$ cat config.mk
export PLATFORM = sky130hd
export DESIGN_NAME = flash_prog_seq
export DESIGN_NICKNAME = d
export VERILOG_FILES = /design/src/rtl/flash_prog_seq.sv
export SDC_FILE = /design/constraint.sdc
export NUM_CORES = 1
export LEC_CHECK = 0
export ABC_AREA = 1
export ABC_CLOCK_PERIOD_IN_PS = 8200
export BUFFER_PORTS_ARGS = -buffer_cell sky130_fd_sc_hd__buf_2
export CORE_ASPECT_RATIO = 1.2
export CORE_MARGIN = 2
export CORE_UTILIZATION = 40
export DETAILED_ROUTE_END_ITERATION = 6
export GPL_ROUTABILITY_DRIVEN = 0
export PLACE_DENSITY = 0.67
export SLEW_MARGIN = 20
export SYNTH_ARGS = -nofsm -noshare
export SYNTH_HDL_FRONTEND = slang
export SYNTH_SLANG_ARGS = --single-unit
$ cat constraint.sdc
create_clock -name clk -period 8.2 [get_ports clk]
set_input_delay 1.64 -clock clk [delete_from_list [all_inputs] [get_ports clk]]
set_output_delay 1.64 -clock clk [all_outputs]
set_load 0.02 [all_outputs]
$ cat src/rtl/flash_prog_seq.sv
module flash_prog_seq #(
  parameter int ADDR_W  = 24,
  parameter int PAGE_W  = 8,
  parameter int BLOCK_W = 16,
  localparam int LEN_W  = ADDR_W + 1,
  localparam int BIDX_W = ADDR_W - BLOCK_W + 1
) (
  input  logic              clk,
  input  logic              rst_n,
  input  logic              req_valid,
  input  logic [1:0]        req_op,
  input  logic [ADDR_W-1:0] req_addr,
  input  logic [LEN_W-1:0]  req_len,
  input  logic [BIDX_W-1:0] req_block,
  output logic              busy,
  output logic              done,
  output logic              error,
  output logic              cmd_valid,
  output logic [7:0]        cmd_op,
  output logic              cmd_quad,
  output logic              cmd_addr_en,
  output logic [ADDR_W-1:0] cmd_addr,
  output logic              cmd_alt_en,
  output logic [7:0]        cmd_alt,
  output logic              cmd_write,
  output logic [PAGE_W:0]   cmd_dlen,
  output logic [LEN_W-1:0]  cmd_src,
  output logic [7:0]        cmd_wbyte,
  output logic              cmd_mapped,
  input  logic              cmd_done,
  input  logic [7:0]        cmd_rdata
);
  localparam logic [PAGE_W:0]   PAGE  = {1'b1, {PAGE_W{1'b0}}};
  localparam logic [ADDR_W+1:0] FLASH = {2'b01, {ADDR_W{1'b0}}};
  localparam logic [BIDX_W-1:0] NBLK  = {1'b1, {(BIDX_W-1){1'b0}}};

  localparam logic [1:0] K_PROG = 2'd0, K_BLK = 2'd1, K_CHIP = 2'd2, K_INIT = 2'd3;

  typedef enum logic [2:0] {S_IDLE, S_EXIT, S_WREN, S_OP, S_POLL, S_QPI, S_MAP} state_t;

  state_t            state;
  logic [1:0]        kind;
  logic              issued, qmode, done_r, err_r;
  logic [ADDR_W-1:0] cur_addr;
  logic [LEN_W-1:0]  remain, src;

  logic [PAGE_W:0] page_room, chunk;
  logic            bad_prog, bad_blk, step;

  assign page_room = PAGE - {1'b0, cur_addr[PAGE_W-1:0]};
  assign chunk     = (remain < LEN_W'(page_room)) ? remain[PAGE_W:0] : page_room;
  assign bad_prog  = (req_len == '0) ||
                     (({2'b00, req_addr} + {1'b0, req_len}) > FLASH);
  assign bad_blk   = req_block >= NBLK;
  assign step      = issued && cmd_done;

  assign busy      = state != S_IDLE;
  assign cmd_valid = busy && !issued;
  assign done      = done_r;
  assign error     = err_r;
  assign cmd_quad  = qmode;

  always_comb begin
    cmd_op      = 8'h00;
    cmd_addr_en = 1'b0;
    cmd_addr    = '0;
    cmd_alt_en  = 1'b0;
    cmd_alt     = 8'h00;
    cmd_write   = 1'b0;
    cmd_dlen    = '0;
    cmd_src     = '0;
    cmd_wbyte   = 8'h00;
    cmd_mapped  = 1'b0;
    case (state)
      S_EXIT: begin
        cmd_op      = 8'hEB;
        cmd_addr_en = 1'b1;
        cmd_alt_en  = 1'b1;
        cmd_alt     = 8'h5F;
        cmd_dlen    = (PAGE_W+1)'(1);
      end
      S_WREN: cmd_op = 8'h06;
      S_OP: begin
        case (kind)
          K_PROG: begin
            cmd_op      = 8'h02;
            cmd_addr_en = 1'b1;
            cmd_addr    = cur_addr;
            cmd_write   = 1'b1;
            cmd_dlen    = chunk;
            cmd_src     = src;
          end
          K_BLK: begin
            cmd_op      = 8'hD8;
            cmd_addr_en = 1'b1;
            cmd_addr    = cur_addr;
          end
          K_CHIP: cmd_op = 8'hC7;
          default: begin
            cmd_op    = 8'h31;
            cmd_write = 1'b1;
            cmd_dlen  = (PAGE_W+1)'(1);
            cmd_wbyte = 8'h02;
          end
        endcase
      end
      S_POLL: begin
        cmd_op   = 8'h05;
        cmd_dlen = (PAGE_W+1)'(1);
      end
      S_QPI: cmd_op = 8'h38;
      S_MAP: begin
        cmd_op      = 8'hEB;
        cmd_addr_en = 1'b1;
        cmd_alt_en  = 1'b1;
        cmd_alt     = 8'hA0;
        cmd_mapped  = 1'b1;
      end
      default: ;
    endcase
  end

  always_ff @(posedge clk) begin
    if (!rst_n) begin
      state    <= S_IDLE;
      kind     <= K_PROG;
      issued   <= 1'b0;
      qmode    <= 1'b0;
      done_r   <= 1'b0;
      err_r    <= 1'b0;
      cur_addr <= '0;
      remain   <= '0;
      src      <= '0;
    end else begin
      done_r <= 1'b0;
      err_r  <= 1'b0;
      if (cmd_valid)  issued <= 1'b1;
      else if (step)  issued <= 1'b0;

      case (state)
        S_IDLE: if (req_valid) begin
          kind <= req_op;
          case (req_op)
            K_PROG: if (bad_prog) err_r <= 1'b1;
                    else begin
                      cur_addr <= req_addr;
                      remain   <= req_len;
                      src      <= '0;
                      state    <= S_EXIT;
                    end
            K_BLK:  if (bad_blk) err_r <= 1'b1;
                    else begin
                      cur_addr <= ADDR_W'({req_block, {BLOCK_W{1'b0}}});
                      state    <= S_EXIT;
                    end
            K_CHIP: state <= S_EXIT;
            default: state <= S_WREN;
          endcase
        end
        S_EXIT: if (step) state <= S_WREN;
        S_WREN: if (step) state <= S_OP;
        S_OP: if (step) begin
          if (kind == K_PROG) begin
            cur_addr <= cur_addr + ADDR_W'(chunk);
            remain   <= remain - LEN_W'(chunk);
            src      <= src + LEN_W'(chunk);
          end
          state <= S_POLL;
        end
        S_POLL: if (step && !cmd_rdata[0]) begin
          if (kind == K_PROG && remain != '0) state <= S_WREN;
          else if (kind == K_INIT)            state <= S_QPI;
          else                                state <= S_MAP;
        end
        S_QPI: if (step) begin
          qmode <= 1'b1;
          state <= S_MAP;
        end
        S_MAP: if (step) begin
          done_r <= 1'b1;
          state  <= S_IDLE;
        end
        default: state <= S_IDLE;
      endcase
    end
  end
endmodule

==> results.cfg <==
[final_layout]
area_growth_pct = 11.5
drive_gt1_share_pct = 12.8
final_nets = 1853
final_util_pct = 45.2

[floorplanning]
initial_core_util_pct = 40.6
row_count = 61
ioPinCount = 163
coreArea_um2 = 23000
die_area_um2 = 24600
fp.dieW_um = 144
die_y_um = 171

[sta]
rsz0062_at_grt = false
finalCritPeriodShare_pct = 70.0
setup_viol_count_final = 0
fin_tns_setup_ns = 0
timing.final.ws_setup_ns = 2.46
min_period_ns = 5.74
timing.fmax_mhz = 174
worst_pin_slew_ns = 1.09
slew_headroom_pct = 26.6
hold_viol = 0
slew_viol_final = 0
fin_skew_ns = 0.0141

[cts]
cts_max_level = 3
clock_latency_ns = 0.36
postCtsHoldBufs = 0
cts_inserted_buffers = 9
tritoncts = yes
path_clk_slew_ns = 0.07
postCtsSetupBuffers = 0
cts_root_buffer = clkbuf_16
clock_sinks = 83
clockBufferDepth = 2
cts_resized = 0

[synthesis]
synthTopCellsByArea = dfxtp_1 18%, nand2_1 16%, nor2_1 9.6%
synthArstFlopShare_pct = 0
postSynthAreaPerCell_um2 = 5.84
synth-edff-count = 0
ys_ff_latch = 83
yosysUniqueCellTypes = 56
ys_top_cells_by_count = 396 x nand2_1, 239 x nor2_1, 203 x inv_1, 130 x a21oi_1, 113 x nand3_1
synth_warnings = 0
synth_top_cell_by_area = dfxtp_1
yosysMostFrequentCell = nand2_1
netlist_area_um2 = 9350
yosysSeqAreaShare_pct = 17.8
post_synth_inst_count = 1602
ys.flop_type = dfxtp_1
synth_top_area_share_pct = 17.8

[job]
cap_violations = 0

[drt]
dr.pass1.iters = 5
drc_errors = 0
ant_nets = 0
drtIter0Drc = 679
drt-total-wl_um = 30000
num_vias = 10500
viasPerCell = 5.19
avgRoutedWirePerCell_um = 14.8

[power]
max-vdd-ir-drop_mv = 0.118
leakagePower_nw = 5.27
p_per_area_nw_per_um2 = 270

[worst_setup_path]
cp_slowest_cell = fa_1
cp_slowest_stage_delay_ns = 0.42
path_max_fanout = 16
crit_top_cell = nand2_1
cp_data_required_time_ns = 8.49
critical_path_class = reg -> reg
critPathCaptureType = register
startpoint_type = register
worst-endpoint-arrival_ns = 6.03

[grt]
grt_pass1_vias = 9669
overflow = 0
grt_usage_pct = 24.2
antenna_found_initial = 0
grt_max_degree = 90
grt_pass1_wl_um = 47300

[placement]
portBuffers = 148
dp_slack_ns = 2.53
dp_hpwl_um = 23400

[hold_path]
hold_path.class = reg -> reg

[status]
outcome = finished clean
-- critical path: cells and delay by family, from the launching register on --
| family | cells | cell delay, ns |
|---|---|---|
| fa+ha+maj | 4 | 1.26 |
| simple gates | 15 | 1.98 |
| compound gates | 6 | 1.53 |
| buf+inv | 4 | 0.52 |
| flops | 1 | 0.34 |
-- flip-flops by register name (all words and copies together) (netlist names) --
signal / count
issued: 1
cur_addr: 24
cmd_quad: 1
error: 1
src: 25
kind: 2
state: 3
done: 1
remain: 25
-- stage by stage --
stage | hold slack [ns] | instances | power (mW) | area [µm²]
5_1_grt | 0.493 | 2030 | 3.12 | 10400
4_1_cts | 0.464 | 2030 | 2.82 | 10400
3_5_place_dp | 0.454 | 2014 | 2.39 | 10100
3_3_place_gp | 0.451 | 2014 | 2.35 | 10100
2_1_floorplan | 0.439 | 1608 | 1.98 | 9370
6_report | 0.462 | 2032 | 2.81 | 10400
-- cells by family after synthesis --
kind of cell | count (synthesis) | synth area share [%]
and+or+nand+nor | 855 | 39.1
adders and majority gates | 71 | 9.82
muxes | 1 | 0.107
other | 1 | 0.0401
DFF | 83 | 17.8
buffers and inverters | 271 | 13.2
AOI/OAI and AO/OA | 291 | 17.3
xor gates and xnor gates | 29 | 2.72
-- layout by cell type (no fill, tap or decap), types with 5 or more instances in the layout --
cell	netlist	routed
nor2_1	239	239
a31oi_1	6	6
nand3_1	113	113
conb_1	1	7
xnor2_1	6	6
dfxtp_1	83	83
o21ai_1	6	5
nand4_1	24	24
o211ai_1	10	10
or2_2	9	9
o21ai_0	102	102
inv_1	203	202
nor4_1	17	17
nand3_2	6	6
clkbuf_16	0	9
nor3_1	22	22
o22ai_1	7	7
xor2_1	23	23
buf_2	2	148
nand2_2	12	12
buf_4	16	7
a21oi_1	130	130
nand3b_1	6	6
ha_1	67	67
nand2_1	396	395
-- layout make-up --
type | count | area [µm²]
inverters | 207 | 782
fillers | 2606 | 12600
flip-flops and latches | 83 | 1660
multi-input cells | 1254 | 6490
diodes | 2 | 5.00
clock buffers | 11 | 233
repair buffers | 155 | 793
clock inverters | 5 | 63.8
well taps | 315 | 394
-- power by group --
part | internal (mW) | total, mW | switching [mW]
sequential | 0.460 | 0.522 | 0.0620
combinational | 0.633 | 1.87 | 1.24
clock | 0.238 | 0.422 | 0.184
total | 1.33 | 2.81 | 1.48
-- final timing paths --
| path | start | endpoint | slack (ns) | cells after the start |
|---|---|---|---|---|
| max | cur_addr[0] | remain[18] | 2.46 | 29 |
| max reg2reg | cur_addr[0] | remain[18] | 2.46 | 29 |
| min reg2reg | src[20] | src[20] | 0.46 | 2 |
| min | src[20] | src[20] | 0.46 | 2 |
-- routing by layer --
metal / global-route usage (%) / vias up / wire [µm]
met4: 9.55 / 0 / 886
met5: 0 / - / 0
met2: 43.7 / 274 / 15100
li1: - / 5431 / -
met1: 29.3 / 4787 / 13000
met3: 2.28 / 55 / 1120
Note: power is estimated with default switching activity, not from simulation.
